<file path="src/rtl/zc_pkg.sv">
package zc_pkg;
  localparam int unsigned CODE_W = 8;
  localparam int unsigned HDB_W  = 9;
  localparam int unsigned UNITY  = 192;
  typedef logic [CODE_W-1:0] code_t;
endpackage

</file>
<file path="src/rtl/zc_sign_sync.sv">
module zc_sign_sync #(
  parameter int unsigned STAGES = 2
) (
  input  logic clk_i,
  input  logic rst_ni,
  input  logic sign_i,
  output logic xing_o
);
  logic [STAGES-1:0] sync_q;
  logic              prev_q;

  always_ff @(posedge clk_i or negedge rst_ni) begin
    if (!rst_ni) begin
      sync_q <= '0;
      prev_q <= 1'b0;
    end else begin
      sync_q <= {sync_q[STAGES-2:0], sign_i};
      prev_q <= sync_q[STAGES-1];
    end
  end

  assign xing_o = sync_q[STAGES-1] ^ prev_q;
endmodule

</file>
<file path="src/rtl/zc_mute_gate.sv">
module zc_mute_gate (
  input  logic clk_i,
  input  logic rst_ni,
  input  logic mute_ni,
  input  logic cs_ni,
  output logic mute_req_o
);
  // pin is sampled only while the serial port is idle
  always_ff @(posedge clk_i or negedge rst_ni) begin
    if (!rst_ni)    mute_req_o <= 1'b0;
    else if (cs_ni) mute_req_o <= ~mute_ni;
  end
endmodule

</file>
<file path="src/rtl/zc_chan.sv">
module zc_chan
  import zc_pkg::*;
#(
  parameter int unsigned TMO_TICKS = 16
) (
  input  logic  clk_i,
  input  logic  rst_ni,
  input  logic  zc_en_i,
  input  logic  mute_req_i,
  input  logic  upd_i,
  input  code_t new_code_i,
  input  logic  xing_i,
  input  logic  tick_i,
  output code_t act_o
);
  localparam int unsigned TMO_W = $clog2(TMO_TICKS + 1);

  code_t            code_q, tgt_q, target;
  logic             busy_q;
  logic [1:0]       xcnt_q, need;
  logic [TMO_W-1:0] tmo_q;
  logic             gated, hit_x, hit_t;

  assign target = mute_req_i ? '0 : code_q;
  assign gated  = zc_en_i | mute_req_i;
  assign need   = mute_req_i ? 2'd1 : 2'd2;
  assign hit_x  = xing_i && ((xcnt_q + 2'd1) >= need);
  assign hit_t  = tick_i && (tmo_q == TMO_W'(TMO_TICKS - 1));

  always_ff @(posedge clk_i or negedge rst_ni) begin
    if (!rst_ni) begin
      code_q <= '0;
      tgt_q  <= '0;
      act_o  <= '0;
      busy_q <= 1'b0;
      xcnt_q <= '0;
      tmo_q  <= '0;
    end else begin
      if (upd_i) code_q <= new_code_i;
      if (target == act_o) begin
        busy_q <= 1'b0;
      end else if (!gated) begin
        act_o  <= target;
        busy_q <= 1'b0;
      end else if (!busy_q || target != tgt_q) begin
        // new or replaced target: restart the wait
        busy_q <= 1'b1;
        tgt_q  <= target;
        xcnt_q <= '0;
        tmo_q  <= '0;
      end else begin
        if (xing_i) xcnt_q <= xcnt_q + 2'd1;
        if (tick_i) tmo_q  <= tmo_q + 1'b1;
        if (hit_x || hit_t) begin
          act_o  <= tgt_q;
          busy_q <= 1'b0;
        end
      end
    end
  end
endmodule

</file>
<file path="src/rtl/zc_gain_ctrl.sv">
module zc_gain_ctrl
  import zc_pkg::*;
#(
  parameter int unsigned NCH         = 2,
  parameter int unsigned TMO_TICKS   = 16,
  parameter int unsigned SYNC_STAGES = 2
) (
  input  logic                  clk_i,
  input  logic                  rst_ni,
  input  logic                  zc_en_i,
  input  logic                  mute_ni,
  input  logic                  cs_ni,
  input  logic                  upd_i,
  input  logic [NCH*CODE_W-1:0] pend_code_i,
  input  logic [NCH-1:0]        sign_i,
  input  logic                  tick_ms_i,
  output logic [NCH*CODE_W-1:0] act_code_o,
  output logic [NCH*HDB_W-1:0]  half_db_o,
  output logic [NCH-1:0]        mute_o
);
  logic           mute_req;
  logic [NCH-1:0] xing;

  zc_mute_gate u_gate (
    .clk_i      (clk_i),
    .rst_ni     (rst_ni),
    .mute_ni    (mute_ni),
    .cs_ni      (cs_ni),
    .mute_req_o (mute_req)
  );

  for (genvar c = 0; c < NCH; c++) begin : g_ch
    code_t act;

    zc_sign_sync #(.STAGES(SYNC_STAGES)) u_sync (
      .clk_i  (clk_i),
      .rst_ni (rst_ni),
      .sign_i (sign_i[c]),
      .xing_o (xing[c])
    );

    zc_chan #(.TMO_TICKS(TMO_TICKS)) u_chan (
      .clk_i      (clk_i),
      .rst_ni     (rst_ni),
      .zc_en_i    (zc_en_i),
      .mute_req_i (mute_req),
      .upd_i      (upd_i),
      .new_code_i (pend_code_i[c*CODE_W +: CODE_W]),
      .xing_i     (xing[c]),
      .tick_i     (tick_ms_i),
      .act_o      (act)
    );

    assign act_code_o[c*CODE_W +: CODE_W] = act;
    assign mute_o[c] = (act == '0);
    assign half_db_o[c*HDB_W +: HDB_W] =
      (act == '0) ? '0 : ({1'b0, act} - HDB_W'(UNITY));
  end
endmodule

</file>
<file path="config.mk">
export PLATFORM = sky130hd
export DESIGN_NAME = zc_gain_ctrl
export DESIGN_NICKNAME = d
export VERILOG_FILES = /design/src/rtl/zc_pkg.sv /design/src/rtl/zc_sign_sync.sv /design/src/rtl/zc_mute_gate.sv /design/src/rtl/zc_chan.sv /design/src/rtl/zc_gain_ctrl.sv
export SDC_FILE = /design/constraint.sdc
export NUM_CORES = 1
export LEC_CHECK = 0
export BUFFER_PORTS_ARGS = -buffer_cell sky130_fd_sc_hd__buf_2
export CAP_MARGIN = 5
export CORE_MARGIN = 2
export CORE_UTILIZATION = 40
export DETAILED_ROUTE_END_ITERATION = 10
export SYNTH_ARGS = -nofsm -noshare
export SYNTH_HDL_FRONTEND = slang
export SYNTH_SLANG_ARGS = --single-unit
</file>
<file path="constraint.sdc">
create_clock -name clk_i -period 2.7 [get_ports clk_i]
set_clock_uncertainty 0.1 [all_clocks]
set_input_delay 0.405 -clock clk_i [delete_from_list [all_inputs] [get_ports clk_i]]
set_output_delay 0.405 -clock clk_i [all_outputs]
set_load 0.1 [all_outputs]
</file>
# ---- Yosys cells after proc, flatten, opt, wreduce, memory -nomap -nowiden
# Index checks and enable logic that the tools add are counted.
dict set report classes {
  addsub 6
  multipliers 0
  div_mod_pow 0
  n_lt_le_gt_ge 2
  eq_ne 12
  shift 0
  n_mux 27
  bitwise 6
  n_reduce_logical 24
}
# op n
set ops {}
lappend ops {{$mux 8} 8}
lappend ops {{$reduce_and 3->1} 8}
lappend ops {{$mux 5} 4}
lappend ops {{$mux 9} 2}
lappend ops {{$sub 8x8->9 const B} 2}
lappend ops {{$eq 8x8->1} 2}
lappend ops {{$logic_not 8->1} 2}
lappend ops {{$ne 8x8->1} 2}
lappend ops {{$add 5x1->5 const B} 2}
lappend ops {{$eq 5x4->1 const B} 2}
lappend ops {{$mux 2} 5}
lappend ops {{$mux 1} 8}
lappend ops {{$reduce_bool 2->1} 4}
lappend ops {{$ne 2x2->1 const B} 3}
lappend ops {{$add 2x1->2 const B} 2}
lappend ops {{$ge 2x2->1} 2}
lappend ops {{$logic_and 1x1->1} 4}
lappend ops {{$logic_or 1x1->1} 4}
lappend ops {{$ne 4x1->1 const B} 1}
lappend ops {{$ne 4x4->1 const B} 1}
lappend ops {{$not 1->1} 3}
lappend ops {{$logic_not 1->1} 2}
lappend ops {{$ne 2x1->1 const B} 1}
lappend ops {{$xor 1x1->1} 2}
lappend ops {{$or 1x1->1} 1}
dict set report totals {
  reg_bits 71
  latchBits 0
  ram_bits 0
  mem_bits_ro 0
  in_bits 25
  out_inout_bits 36
  memories 0
}

# ---- Depth between registers and ports, before layout
dict set report depth {
  word_depth 8
  mapped_depth 8
  depth_no_buf 8
}

# ---- Modules after synthesis
# From an unflattened synthesis, not the netlist that was laid out.
dict set report unflattened {
  hier_cells 447
  area_unflattened_um2 4418.0
}
# module n_inst cells_each area_per_inst_um2 seq_area_each_um2
set by_module_without_submodules {}
lappend by_module_without_submodules {zc_chan 2 203 2005.7 800.8}
lappend by_module_without_submodules {zc_gain_ctrl 1 30 200.2 0.0}
lappend by_module_without_submodules {zc_sign_sync 2 4 83.8 75.1}
lappend by_module_without_submodules {zc_mute_gate 1 3 38.8 25.0}

# ---- Least setup slack after synthesis
# Ideal clock, no wire load.
dict set report synth_timing {
  path_kind {register -> output}
  from {reg g_ch[0].u_chan.act_o[6]}
  to {out half_db_o[6]}
  arrival_time_ps 3244
  path_slack_ps -1049
  path_stages_with_launch 5
  path_buffers 0
  cell_sequence {dfrtp_1 > inv_1 > ha_1 > and4_1 > nor2_1}
}
dict set report synth_via {
  elab_chain_cells 2
}
# item line
set synth_rtl {}
lappend synth_rtl {{from (decl)} zc_chan.sv:14} ;# output code_t act_o
lappend synth_rtl {{from (signal assigned)} zc_chan.sv:43} ;# act_o <= target;
lappend synth_rtl {{from (signal assigned)} zc_chan.sv:55} ;# act_o <= tgt_q;
lappend synth_rtl {{$logic_not 8->1} -}
lappend synth_rtl {{via mute_o[0]} zc_gain_ctrl.sv:19} ;# output logic [NCH-1:0] mute_o
lappend synth_rtl {{$mux 9} zc_gain_ctrl.sv:57} ;# (act == '0) ? '0 : ({1'b0, act} - HDB_W'(UNITY));
lappend synth_rtl {{to (decl)} zc_gain_ctrl.sv:18} ;# output logic [NCH*HDB_W-1:0] half_db_o,
# The timed path passes the listed nets, and every way through them passes these cells.

# ---- Worst setup path after layout
dict set report layout_timing {
  from {reg u_gate.mute_req_o}
  to {reg g_ch[0].u_chan.act_o[0]}
}
dict set report layout_via {
  elab_chain_cells 6
}
# item line
set layout_rtl {}
lappend layout_rtl {{from (decl)} zc_mute_gate.sv:6} ;# output logic mute_req_o
lappend layout_rtl {{from (signal assigned)} zc_mute_gate.sv:11} ;# else if (cs_ni) mute_req_o <= ~mute_ni;
lappend layout_rtl {{$mux 2} zc_chan.sv:26} ;# assign need = mute_req_i ? 2'd1 : 2'd2;
lappend layout_rtl {{$ge 2x2->1} zc_chan.sv:27} ;# assign hit_x = xing_i && ((xcnt_q + 2'd1) >= need);
lappend layout_rtl {{$logic_and 1x1->1} zc_chan.sv:27}
lappend layout_rtl {{$logic_or 1x1->1} zc_chan.sv:54} ;# if (hit_x || hit_t) begin
lappend layout_rtl {{$ne 2x2->1 (no line)} -}
lappend layout_rtl {{$reduce_and 3->1 (no line)} -}
# Parallel ways exist; a longest one is shown, timed or not.
# A chain may end at the register's enable or synchronous reset.

==> metrics.txt <==
Min Clock Period, post-route=2.55 ns; Slew @ Worst Pin=0.731 ns; Worst Setup Start Kind=flop; Post-DRT Antenna Nets=0; vias in the first global route=3175; asr flop ratio synth=100%; Final setup viols=0; number of synthesized flops with an enable pin=0; number of max-cap violations=0; headroom to the max-slew limit=50.9%; # clock sinks=71; clock slew at reported path FFs=0.08 ns; number of diodes=0; Synth Instances=423; Pins Over Slew Limit=0; die area=11300 µm²; hpwl dp=7010 µm; Hold Path Class=primary input to async pin; post-route cell area=4870 µm²; GRT Overall Usage=17.9%; row cnt=37; Setup crit end kind=flop; vias post-DR=3274; leakage=0.00224 µW; CTS root buf=clkbuf_8; initial core utilization=40.9%; status=finished clean; commonest non-fill, non-tap cell in the layout=buf_2; drt wl/cell=15.6 µm; Max Root-Sink Buffers=2; Ys Warns=0; Power Density=1100 nW/µm²; initial antenna violation count=0; Yosys cell types=62; Via density=5.32; Final nets=511; largest net degree at the start of global routing=52; Skew-Pair Late Insertion Delay=0.35 ns; Iteration-0 DRC Markers=115; IO buf count=60; highest clock rate=393 MHz; CP max FO=28; CTS tree=built; most frequent cells in the layout=buf_2, dfrtp_1, nor2_1; cts bufs inserted=9; Seq/Total Area, Yosys=42.5%; Synth Area per Inst=9.89 µm²; Crit path required time=2.83 ns; Total Power=5340 µW; maximum VDD drop=0.00157 V; share of layout cells above drive strength 1=30.3%; H-tree Lvls=3; Die Y=106 µm; Final Cycle Share=94.3%; Placed Area=4680 µm²; critical path arrival=2.68 ns; final hold vios=0; Post-Syn Area=4180 µm²; Placer Congestion=0.862; Synth Flop Type=dfrtp_1; I/O Pins=61; DRC errors left=0; Core Area=10200 µm²; global-route wire length before repair=15800 µm; Seq cells post-synth=71; Synth Net Count=460; P&R area growth vs syn=16.3%; DR pass1 iterations=4; Overflow after GRT=0; cts hold-fix bufs=0; RSZ-0062 raised after global routing=false; Die X=106 µm; WL final=9620 µm; critical setup path kind=flop to flop; setup TNS=0 ns
[logic make-up after synthesis]
family	count (synthesis)	share of synthesized area [%]
AO/OA/AOI/OAI	95	16.0
XOR/XNOR	16	3.35
adder cells (fa/ha/maj)	12	3.59
buffers and inverters	61	5.95
flip-flops	71	42.5
multiplexers	41	11.1
AND/OR/NAND/NOR	127	17.6
[path summary, 6_finish.rpt]
kind                                          start                  endpoint  slack, ns  cells past startpoint
max                               u_gate.mute_req_o   g_ch[0].u_chan.act_o[0]       0.15                      7
min                                          rst_ni   g_ch[1].u_chan.act_o[0]       0.06                      2
max reg2reg                       u_gate.mute_req_o   g_ch[0].u_chan.act_o[0]       0.15                      7
min reg2reg                g_ch[1].u_sync.sync_q[0]  g_ch[1].u_sync.sync_q[1]       0.25                      0
max in group asynchronous                    rst_ni         u_gate.mute_req_o       1.69                      3
min in group clk_i                        sign_i[0]  g_ch[0].u_sync.sync_q[0]       0.06                      1
[per-stage QoR]
step | std cells | setup WS (ns) | utilization [%] | hold WS, ns
after floorplan | 423 | 0.0150 | - | 0.00941
after global placement | 599 | 0.110 | 45.7 | 0.233
after detailed placement | 599 | 0.0184 | 45.7 | 0.238
after CTS | 615 | 0.106 | 47.4 | 0.0383
after global routing | 615 | 0.00283 | 47.6 | 0.0424
final | 615 | 0.153 | 47.6 | 0.0592
[report_power, final]
group          internal (µW)  switching, µW  total, µW
logic                    646           2340       2980
registers               1270            318       1590
clock network            357            411        768
total                   2270           3070       5340
[Yosys cell counts (all sizes together), types with 5 or more instances]
master   n  share of area (%)
xor2     9                1.9
a221o    8                1.9
ha      12                3.6
a21oi    5               0.60
nand2   21                1.9
buf     10                1.4
inv     28                2.5
o22ai    9                1.3
nor4bb   7                1.7
a31oi    6               0.90
clkbuf  23                2.1
nor2    43                3.9
dfrtp   71                 42
a22o     7                1.5
mux2i   11                2.6
and3     8                1.3
nor2b    9                1.3
o21ai   32                3.8
nand2b  15                2.2
mux2    30                8.4
xnor2    7                1.5
[repair_timing]
item,in CTS,in global routing
endpoints found under the hold margin,0,0
endpoints found under the setup margin,2,11
setup buffers,0,0
resized for setup,1,2
[worst max-delay path, cell delays in order (launching register included)]
cell,delay (ns)
dfrtp_2,0.51
buf_12,0.20
and3b_1,0.20
o22ai_1,0.09
a2111oi_1,0.48
a41oi_1,0.24
nor2_4,0.24
mux2_2,0.36
[final cells by class]
type / instances / area (µm²)
multi-input cells: 291 / 2200
well taps: 136 / 170
clock buffers: 11 / 141
flip-flops and latches: 71 / 1800
fillers: 994 / 5370
inverters: 28 / 105
repair buffers: 73 / 410
clock inverters: 5 / 33.8
[routing by layer]
metal	up-vias	global-route usage (%)	share of wire [%]
met2	71	30.0	48
met4	0	5.45	1.3
met3	12	3.62	4.2
met5	-	0	0
met1	1590	23.2	47
li1	1601	-	-
[state kept, by name, indices dropped and copies added (netlist names)]
signal              flops
g_ch.u_chan.act_o      16
g_ch.u_chan.code_q     16
g_ch.u_chan.tgt_q      16
g_ch.u_chan.tmo_q      10
g_ch.u_chan.xcnt_q      4
g_ch.u_sync.sync_q      4
g_ch.u_chan.busy_q      2
g_ch.u_sync.prev_q      2
u_gate.mute_req_o       1
(Power assumes the default switching activity.)
